===== src/rtl/sdr_burst_pkg.sv =====
package sdr_burst_pkg;

   typedef enum logic [2:0] {
      CMD_NOP   = 3'd0,
      CMD_MRS   = 3'd1,
      CMD_READ  = 3'd2,
      CMD_WRITE = 3'd3,
      CMD_BTERM = 3'd4
   } cmd_e;

   typedef struct packed {
      logic       wb_single;
      logic [1:0] cl;
      logic       inter;
      logic       full;
      logic [1:0] len_log2;
   } mode_t;

   localparam mode_t MODE_RESET = '{wb_single: 1'b0, cl: 2'd2, inter: 1'b0,
                                    full: 1'b0, len_log2: 2'd0};

   // True when a 10-bit mode word holds only supported codes.
   function automatic logic mode_legal(input logic [9:0] w);
      logic len_ok;
      logic lat_ok;
      len_ok = (w[2:0] <= 3'd3) || ((w[2:0] == 3'd7) && !w[3]);
      lat_ok = (w[6:4] >= 3'd1) && (w[6:4] <= 3'd3);
      return len_ok && lat_ok && (w[8:7] == 2'b00);
   endfunction

   function automatic mode_t mode_decode(input logic [9:0] w);
      mode_t m;
      m.wb_single = w[9];
      m.cl        = w[5:4];
      m.inter     = w[3];
      m.full      = (w[2:0] == 3'd7);
      m.len_log2  = w[1:0];
      return m;
   endfunction

endpackage


===== src/rtl/sdr_mode_reg.sv =====
module sdr_mode_reg
   import sdr_burst_pkg::*;
#(
   parameter int ADDR_W = 12
) (
   input  logic              clk,
   input  logic              rst_n,
   input  logic [2:0]        cmd,
   input  logic [1:0]        ba,
   input  logic [ADDR_W-1:0] addr,
   output mode_t             mode_q,
   output logic              err_q
);

   logic load;
   logic legal;

   assign load  = (cmd == CMD_MRS) && (ba == 2'b00);
   assign legal = mode_legal(addr[9:0]);

   always_ff @(posedge clk) begin
      if (!rst_n) begin
         mode_q <= MODE_RESET;
         err_q  <= 1'b0;
      end else if (load) begin
         err_q <= !legal;
         if (legal) mode_q <= mode_decode(addr[9:0]);
      end
   end

   // nonzero bank select leaves the mode untouched
   a_r2_bank_guard: assert property (@(posedge clk) disable iff (!rst_n)
      (cmd == CMD_MRS && ba != 2'b00) |=> ($stable(mode_q) && $stable(err_q)));

   // high address bits do not turn a legal word into an error
   a_r1_high_bits_ignored: assert property (@(posedge clk) disable iff (!rst_n)
      (load && legal && addr[ADDR_W-1:10] != '0) |=> !err_q);

endmodule


===== src/rtl/sdr_burst_seq.sv =====
module sdr_burst_seq
   import sdr_burst_pkg::*;
#(
   parameter int COL_W = 8
) (
   input  logic             clk,
   input  logic             rst_n,
   input  logic [2:0]       cmd,
   input  logic [COL_W-1:0] col,
   input  mode_t            mode,
   input  logic             err,
   output logic             beat_v,
   output logic             beat_rd,
   output logic [COL_W-1:0] beat_col
);

   localparam logic [COL_W-1:0] ONE = COL_W'(1);

   logic             act_q, rd_q, inter_q, full_q;
   logic [COL_W-1:0] mask_q, base_q, idx_q;

   logic             start, is_rd, single, n_full, cont, last;
   logic [COL_W-1:0] n_mask, offs, st_col;

   assign is_rd  = (cmd == CMD_READ);
   assign start  = (is_rd || cmd == CMD_WRITE) && !err;
   assign single = !is_rd && mode.wb_single;
   assign n_full = mode.full && !single;

   always_comb begin
      if (n_full)      n_mask = '1;
      else if (single) n_mask = '0;
      else             n_mask = (ONE << mode.len_log2) - ONE;
   end

   assign offs   = inter_q ? (base_q ^ idx_q) : (base_q + idx_q);
   assign st_col = (base_q & ~mask_q) | (offs & mask_q);
   assign cont   = act_q && !start && (cmd != CMD_BTERM);
   assign last   = !full_q && (idx_q == mask_q);

   assign beat_v   = start || cont;
   assign beat_rd  = start ? is_rd : rd_q;
   assign beat_col = start ? col : st_col;

   always_ff @(posedge clk) begin
      if (!rst_n) begin
         act_q   <= 1'b0;
         rd_q    <= 1'b0;
         inter_q <= 1'b0;
         full_q  <= 1'b0;
         mask_q  <= '0;
         base_q  <= '0;
         idx_q   <= '0;
      end else if (start) begin
         act_q   <= n_full || (n_mask != '0);
         rd_q    <= is_rd;
         inter_q <= mode.inter;
         full_q  <= n_full;
         mask_q  <= n_mask;
         base_q  <= col;
         idx_q   <= ONE;
      end else if (cont) begin
         idx_q <= idx_q + ONE;
         if (last) act_q <= 1'b0;
      end else if (cmd == CMD_BTERM) begin
         act_q <= 1'b0;
      end
   end

   // terminate cycle carries no beat
   a_r11_bterm_no_beat: assert property (@(posedge clk) disable iff (!rst_n)
      (cmd == CMD_BTERM) |-> !beat_v);

   // error flag blocks new bursts
   a_r9_err_blocks: assert property (@(posedge clk) disable iff (!rst_n)
      (err && !act_q) |-> !beat_v);

   // beat index never passes the burst length
   a_r3_idx_bound: assert property (@(posedge clk) disable iff (!rst_n)
      (act_q && !full_q) |-> (idx_q <= mask_q));

   // full-page burst keeps running on idle cycles
   a_r5_full_runs: assert property (@(posedge clk) disable iff (!rst_n)
      (act_q && full_q && cmd == CMD_NOP) |=> act_q);

endmodule


===== src/rtl/sdr_col_mem.sv =====
module sdr_col_mem #(
   parameter int COL_W = 8,
   parameter int DQ_W  = 16
) (
   input  logic             clk,
   input  logic             we,
   input  logic [COL_W-1:0] col,
   input  logic [DQ_W-1:0]  wdata,
   output logic [DQ_W-1:0]  rdata
);

   localparam int DEPTH = 1 << COL_W;

   logic [DQ_W-1:0] store [DEPTH];

   always_ff @(posedge clk) begin
      if (we) store[col] <= wdata;
   end

   assign rdata = store[col];

endmodule


===== src/rtl/sdr_cas_pipe.sv =====
module sdr_cas_pipe #(
   parameter int DQ_W   = 16,
   parameter int MAX_CL = 3
) (
   input  logic            clk,
   input  logic            rst_n,
   input  logic            v_in,
   input  logic [DQ_W-1:0] d_in,
   input  logic [1:0]      cl,
   output logic [DQ_W-1:0] d_out,
   output logic            v_out,
   output logic            oe
);

   localparam int STAGES = MAX_CL + 1;
   localparam int SEL_W  = $clog2(STAGES + 1);

   logic [STAGES:1]           v_vec;
   logic [STAGES:1][DQ_W-1:0] d_vec;
   logic [SEL_W-1:0]          sel_lat, sel_dat;

   for (genvar g = 1; g <= STAGES; g++) begin : g_stage
      logic            v;
      logic [DQ_W-1:0] d;
      if (g == 1) begin : g_head
         always_ff @(posedge clk) begin
            if (!rst_n) v <= 1'b0;
            else        v <= v_in;
            d <= d_in;
         end
      end else begin : g_tail
         always_ff @(posedge clk) begin
            if (!rst_n) v <= 1'b0;
            else        v <= v_vec[g-1];
            d <= d_vec[g-1];
         end
      end
      assign v_vec[g] = v;
      assign d_vec[g] = d;
   end

   assign sel_lat = SEL_W'(cl);
   assign sel_dat = sel_lat + SEL_W'(1);

   assign d_out = d_vec[sel_dat];
   assign v_out = v_vec[sel_dat];
   assign oe    = v_vec[sel_dat] | v_vec[sel_lat];

endmodule


===== src/rtl/sdr_burst_engine.sv =====
module sdr_burst_engine
   import sdr_burst_pkg::*;
#(
   parameter int COL_W  = 8,
   parameter int DQ_W   = 16,
   parameter int ADDR_W = 12,
   parameter int MAX_CL = 3
) (
   input  logic              clk,
   input  logic              rst_n,
   input  logic [2:0]        cmd,
   input  logic [1:0]        ba,
   input  logic [ADDR_W-1:0] addr,
   input  logic [DQ_W-1:0]   wdata,
   output logic [DQ_W-1:0]   rdata,
   output logic              rd_valid,
   output logic              dq_oe,
   output logic              mode_err,
   output logic              beat_valid,
   output logic [COL_W-1:0]  beat_col
);

   if (ADDR_W < 11) begin : g_bad_addr
      $error("ADDR_W must cover the mode word plus at least one spare bit");
   end
   if (COL_W < 3 || COL_W > ADDR_W) begin : g_bad_col
      $error("COL_W must be between 3 and ADDR_W");
   end
   if (MAX_CL != 3) begin : g_bad_cl
      $error("MAX_CL must match the 2-bit latency field");
   end

   mode_t           mode;
   logic            beat_rd;
   logic [DQ_W-1:0] mem_q;

   sdr_mode_reg #(.ADDR_W(ADDR_W)) u_mode (
      .clk(clk), .rst_n(rst_n), .cmd(cmd), .ba(ba), .addr(addr),
      .mode_q(mode), .err_q(mode_err)
   );

   sdr_burst_seq #(.COL_W(COL_W)) u_seq (
      .clk(clk), .rst_n(rst_n), .cmd(cmd), .col(addr[COL_W-1:0]),
      .mode(mode), .err(mode_err),
      .beat_v(beat_valid), .beat_rd(beat_rd), .beat_col(beat_col)
   );

   sdr_col_mem #(.COL_W(COL_W), .DQ_W(DQ_W)) u_mem (
      .clk(clk), .we(beat_valid && !beat_rd), .col(beat_col),
      .wdata(wdata), .rdata(mem_q)
   );

   sdr_cas_pipe #(.DQ_W(DQ_W), .MAX_CL(MAX_CL)) u_pipe (
      .clk(clk), .rst_n(rst_n), .v_in(beat_valid && beat_rd), .d_in(mem_q),
      .cl(mode.cl), .d_out(rdata), .v_out(rd_valid), .oe(dq_oe)
   );

   // drive enable covers every valid word
   a_r7_oe_covers: assert property (@(posedge clk) disable iff (!rst_n)
      rd_valid |-> dq_oe);

   // drive enable leads the first valid word
   a_r7_oe_leads: assert property (@(posedge clk) disable iff (!rst_n)
      $rose(rd_valid) |-> $past(dq_oe));

endmodule


===== config.mk =====
export PLATFORM = sky130hd
export DESIGN_NAME = sdr_burst_engine
export DESIGN_NICKNAME = d
export VERILOG_FILES = /design/src/rtl/sdr_burst_pkg.sv /design/src/rtl/sdr_mode_reg.sv /design/src/rtl/sdr_burst_seq.sv /design/src/rtl/sdr_col_mem.sv /design/src/rtl/sdr_cas_pipe.sv /design/src/rtl/sdr_burst_engine.sv
export SDC_FILE = /design/constraint.sdc
export NUM_CORES = 2
export LEC_CHECK = 0
export BUFFER_PORTS_ARGS = -buffer_cell sky130_fd_sc_hd__buf_4
export CORE_MARGIN = 2
export CORE_UTILIZATION = 40
export DETAILED_ROUTE_END_ITERATION = 8
export SYNTH_ARGS = -nofsm -noshare
export SYNTH_HDL_FRONTEND = slang
export SYNTH_SLANG_ARGS = --single-unit

===== constraint.sdc =====
create_clock -name clk -period 6.1 [get_ports clk]
set_clock_uncertainty 0.15 [all_clocks]
set_input_delay 0.915 -clock clk [delete_from_list [all_inputs] [get_ports clk]]
set_output_delay 0.915 -clock clk [all_outputs]
set_load 0.005 [all_outputs]

Word level (Yosys, flattened, before mapping)

Memories as Yosys holds them, arrays and structs flattened. A register that Yosys moved wholly into a read port is not among the register bits.
Index checks and enable logic that the tools add are counted.

Flip-flop bits (word level): 88
Memory bits (writable): 4,096
Input port bits: 35
Output and inout port bits: 28
Word-level logic and storage cells: 99
Memories kept: 1

$add $sub $neg: 4
Order comparisons: 5
Equality and inequality tests: 8
Shifts and indexed selects: 1
Muxes and demuxes: 19
Bitwise gates (word level): 7
Reduce and logical (&&, ||, !) cells: 33

Memory list:

| memory      | depth | bits a word | rd ports | clocked after Yosys merged registers in | wr ports | line              | source |
|---|---|---|---|---|---|---|---|
| u_mem.store | 256   | 16          | 1        | 1                                       | 1        | sdr_col_mem.sv:14 | `logic [DQ_W-1:0] store [DEPTH];` |

Operator list:

| cell                | number |
|---|---|
| $bmux 16 s3         | 1 |
| $mux 8              | 4 |
| $and 8x8->8         | 2 |
| $mux 16             | 1 |
| $logic_and 1x1->1   | 13 |
| $mux 1              | 11 |
| $add 8x1->8 const B | 1 |
| $add 8x8->8         | 1 |
| $eq 8x8->1          | 1 |
| $logic_not 1->1     | 8 |
| $not 8->8           | 1 |
| $or 8x8->8          | 1 |
| $reduce_bool 8->1   | 1 |
| $shl 1x2->8 const A | 1 |
| $sub 8x1->8 const B | 1 |
| $xor 8x8->8         | 1 |
| $eq 3x2->1 const B  | 2 |
| $eq 3x3->1 const B  | 2 |
| $le 3x2->1 const B  | 2 |
| $logic_not 2->1     | 2 |
| $logic_or 1x1->1    | 4 |
| $lt 2x4->1 const B  | 1 |
| $lt 3x4->1 const B  | 1 |
| $reduce_and 2->1    | 2 |
| 12 further kinds    | 12 |

Longest topological paths before layout

Word-level depth: 10
Depth in mapped cells: 19
Depth with buffers taken out: 13

Cells and area by module

Synthesis repeated with hierarchy kept, for this count alone.

Cell total of the unflattened synthesis: 7,113
Area, all modules: 159,136.4 um^2

By module, submodules not included:

| module           | times used | cells an instance | area each (um^2) | seq. area each (um^2) |
|---|---|---|---|---|
| sdr_col_mem      | 1          | 6,711             | 155,078.7        | 122,998.0 |
| sdr_cas_pipe     | 1          | 141               | 1,918.1          | 1,361.3 |
| sdr_burst_seq    | 1          | 219               | 1,770.4          | 540.5 |
| sdr_mode_reg     | 1          | 40                | 352.8            | 160.2 |
| sdr_burst_engine | 1          | 2                 | 16.3             | 0.0 |

Worst setup path before layout

Ideal clock, no wire load.

Path type: reg2reg
From: register u_seq.idx_q[0]
To: memory u_mem.store[108][0], enable pin
Library setup time: 0.388 ns
Arrival: 3.930 ns
Setup slack: 1.631 ns
Cell stages (with the launch flop): 15
Path through: dfxtp_1 > ha_1 > fa_1 > mux2i_1 > a211oi_4 > nor2_8 > buf_2 > buf_2 > buf_1 > clkbuf_1 > nand2_1 > nor2_1 > nand2_1 > clkbuf_1 > nor2_1

Word-level cells in the longest chain between the ends: 5
Elaborated cells on any way between the ends: 6
Classes of those cells: add/sub: 1; mux: 2; bitwise: 3

RTL lines:

| item                                              | line                | source |
|---|---|---|
| start, declared                                   | sdr_burst_seq.sv:20 | `logic [COL_W-1:0] mask_q, base_q, idx_q;` |
| start signal, assigned                            | sdr_burst_seq.sv:63 | `idx_q <= idx_q + ONE;` |
| $add 8x8->8 / $xor 8x8->8 (equally long branches) | sdr_burst_seq.sv:36 | `assign offs = inter_q ? (base_q ^ idx_q) : (base_q + idx_q);` |
| $mux 8 (*)                                        | sdr_burst_seq.sv:36 |  |
| $and 8x8->8 (*)                                   | sdr_burst_seq.sv:37 | `assign st_col = (base_q & ~mask_q) \| (offs & mask_q);` |
| $or 8x8->8 (*)                                    | sdr_burst_seq.sv:37 |  |
| $mux 8 (*)                                        | sdr_burst_seq.sv:43 | `assign beat_col = start ? col : st_col;` |
| end, declared                                     | sdr_col_mem.sv:14   |  |

Mark *: on every way between the ends. The rest lies on a longest branch, timed or not.

Final worst setup path

From: register u_seq.idx_q[3]
To: memory u_mem.store[51][0], enable pin

Same word-level chain as after synthesis.

==> out/metrics.yaml <==
outcome:
  status: "complete, but fails checks"
  violations: "capacitance limit, slew limit"
clock_network:
  clk_pin_slew_worst_paths_ps: 60
  htree_levels: 5
  cts_tree: "yes"
  clkLatencyLatePin_ps: 990
  clock_path_buffers: 4
  root_buffer: "clkbuf_16"
  cts_sinks: 4199
  cts_buffers: 427
flow_run:
  maxCapViolCount: 1
placed_design:
  hpwl_microns: 346500
  pre_cts_slack_ps: 20.25
  gp_congestion: 0.9228
  numPortBuffers: 60
floorplan:
  fp.dieW_microns: 648.0
  core_area_sq_mm: 0.4131
  fp.dieArea_sq_mm: 0.4198
  die_y_microns: 648.0
  fp-row-count: 236
  initial_core_util_pct: 40.15
  ioPinCount: 63
critical_path:
  critPathRequiredTime_ps: 6650
  worstSetupPathType: "reg -> reg"
  cp.arrival_ps: 6500
  crit_path_start_kind: "flip-flop"
  crit_fanout: 16
  cp-end-kind: "flip-flop"
route:
  viasPerCell: 6.007
  via_count: 109300
  drt-pass1-iter-count: 7
  drt_iter0_markers: 16980
  antenna_left: 0
  drc: 0
  wirelength_microns: 566300
  wl_per_cell_microns: 31.13
timing:
  slew_headroom_pct: -2.811
  fmax_ghz: 0.1681
  tightest_slew_ps: 1538
  finalCriticalPeriod_ps: 5950
  hold_viol: 0
  drv_slew: 2
  post-route-period-util_pct: 97.55
  fin_ws_ps: 149.7
  final-setup-viol-count: 0
  rsz0062_at_grt: "false"
global_routing:
  grt_pass1_vias: 100200
  grt_pass1_wl_microns: 786300
  overflow: 0
  track_usage_pct: 26.25
  grt_max_degree: 158
  antenna_found_initial: 32
synthesis:
  synth_area_sq_mm: 0.1659
  ys_top_cells_by_count: "edfxtp_1 (4096), nand2_1 (3036), nand3_1 (758), buf_2 (434), and3_1 (410)"
  syn_nets: 11830
  synthTopCellsByArea: "edfxtp_1 (74%), nand2_1 (6.9%), nand3_1 (2.3%)"
  yosysTopAreaCell: "edfxtp_1"
  yosysWarnings: 0
  seq_area_frac_synth_pct: 75.40
  synth.most_common_cell: "edfxtp_1"
  synth_edf_count: 4096
  ys_async_sr_fraction_pct: 0
  synth_top_area_share_pct: 74.15
  ys_types: 96
  ys_seq_elements: 4199
  syn-instance-count: 11780
  synth_flop_cell: "edfxtp_1"
  syn_area_per_cell_sq_um: 14.08
cells_and_area:
  area_growth_pct: 15.45
  nets: 12400
  drive_above_1_share_pct: 13.87
  regArea_sq_mm: 0.1251
  n_fill_cell: 35770
  multi_input_area_sq_mm: 0.03711
power_and_ir_drop:
  ir_drop_uv: 245.4
  p_int_mw: 47.71
  p_clk_share_pct: 40.6
  power.total_mw: 63.02
  pwr-share-comb_pct: 8.7
  swShare_pct: 24.29
  p_per_area_mw_per_mm2: 329.1
  seqPwrFrac_pct: 50.7
  leakagePower_nw: 64.04
  switching_power_mw: 15.31
worst_hold_path:
  hp-class: "in -> reg"
-- flip-flops by register name, summed over array words and instances, names as in the netlist --
register and flops:
u_mem.store 4096, u_mode.err_q 1, u_mode.mode_q 7, u_pipe.g_stage.d 64, u_pipe.g_stage.v 4, u_seq.act_q 1
u_seq.base_q 8, u_seq.full_q 1, u_seq.idx_q 8, u_seq.inter_q 1, u_seq.mask_q 7, u_seq.rd_q 1
-- worst max-delay path: stages, from the launching register on --
cell	delay [ps]
dfxtp_1	480
ha_1	350
a21o_1	200
a21oi_1	320
a2111oi_0	210
o31a_1	360
o211ai_1	670
inv_2	400
nor2_2	660
buf_4	290
nand2_1	470
nor2_2	720
buf_4	350
-- layer usage --
metal,track usage (%),vias up,share of wire [%]
li1,-,45810,-
met1,36.38,55560,39
met2,39.78,6779,45
met3,5.827,1129,12
met4,11.42,14,5.0
met5,0,-,0.017
-- cells in the final DEF, fill, tap and decap left out, types with 197 or more instances in the layout --
cell type,Yosys,layout
nor2_1,319,251
clkbuf_16,0,433
buf_4,91,820
edfxtp_1,4096,4096
a311oi_1,256,256
mux2i_1,198,197
a21oi_1,244,243
nand3_1,758,757
a211oi_1,230,230
a31oi_1,304,304
nand2_1,3036,3017
and3_1,410,409
-- through the flow --
| step | instances | hold slack [ps] | TNS, ps | area, sq um | utilization, % |
|---|---|---|---|---|---|
| 2_1_floorplan | 11780 | 175.7 | 0 | 165900 | - |
| 3_3_place_gp | 17390 | 181.6 | -9.420 | 177900 | 43.08 |
| 3_5_place_dp | 17390 | 183.9 | 0 | 177900 | 43.08 |
| 4_1_cts | 18170 | 13.70 | 0 | 191400 | 46.34 |
| 5_1_grt | 18180 | 56.83 | 0 | 191400 | 46.34 |
| 6_report | 18190 | 74.64 | 0 | 191500 | 46.35 |
-- power groups by stage --
stage | Combinational (mW) | Sequential, mW | Clock [mW]
6_report | 5.48 | 31.9 | 25.6
5_1_grt | 5.64 | 31.9 | 26.8
4_1_cts | 5.34 | 31.9 | 25.8
3_5_place_dp | 5.32 | 32.5 | 0
3_3_place_gp | 5.29 | 32.5 | 0
2_1_floorplan | 2.44 | 32.4 | 0
-- path summary, 6_finish.rpt --
kind	start	to	slack (ps)	depth (start not counted)
worst max-delay path	u_seq.idx_q[3]$_SDFFE_PP0P_	u_mem.store[51][0]$_DFFE_PP_	150	12
worst min-delay path	addr[2]	u_seq.base_q[2]$_SDFFE_PN0P_	70	3
worst max register to register	u_seq.idx_q[3]$_SDFFE_PP0P_	u_mem.store[51][0]$_DFFE_PP_	150	12
worst min register to register	u_pipe.g_stage[3].d[3]$_DFF_P_	u_pipe.g_stage[4].d[3]$_DFF_P_	200	0
-- cells by family after synthesis --
family,share of synthesized area [%]
fa+ha+maj,0.08750
compound gates,7.356
mux,2.383
xor+xnor,0.06865
flops,75.40
simple gates,12.23
buf+inv,2.479
-- layout make-up --
class                   instances  share of cell area (%)
well taps                    5474                   3.577
clock inverters               223                   1.077
repair buffers                959                   4.621
diodes                         18                 0.02352
flip-flops and latches       4199                   65.31
inverters                      14                 0.04574
multi-input cells            6748                   19.38
clock buffers                 557                   5.964
-- repair_timing --
action,in CTS,in global routing
hold buffers,1,0
gates resized for setup,0,1
setup buffers,0,0
setup endpoints to repair,0,1
endpoints found under the hold margin,1,0
Power figures use the tool's default switching activity.
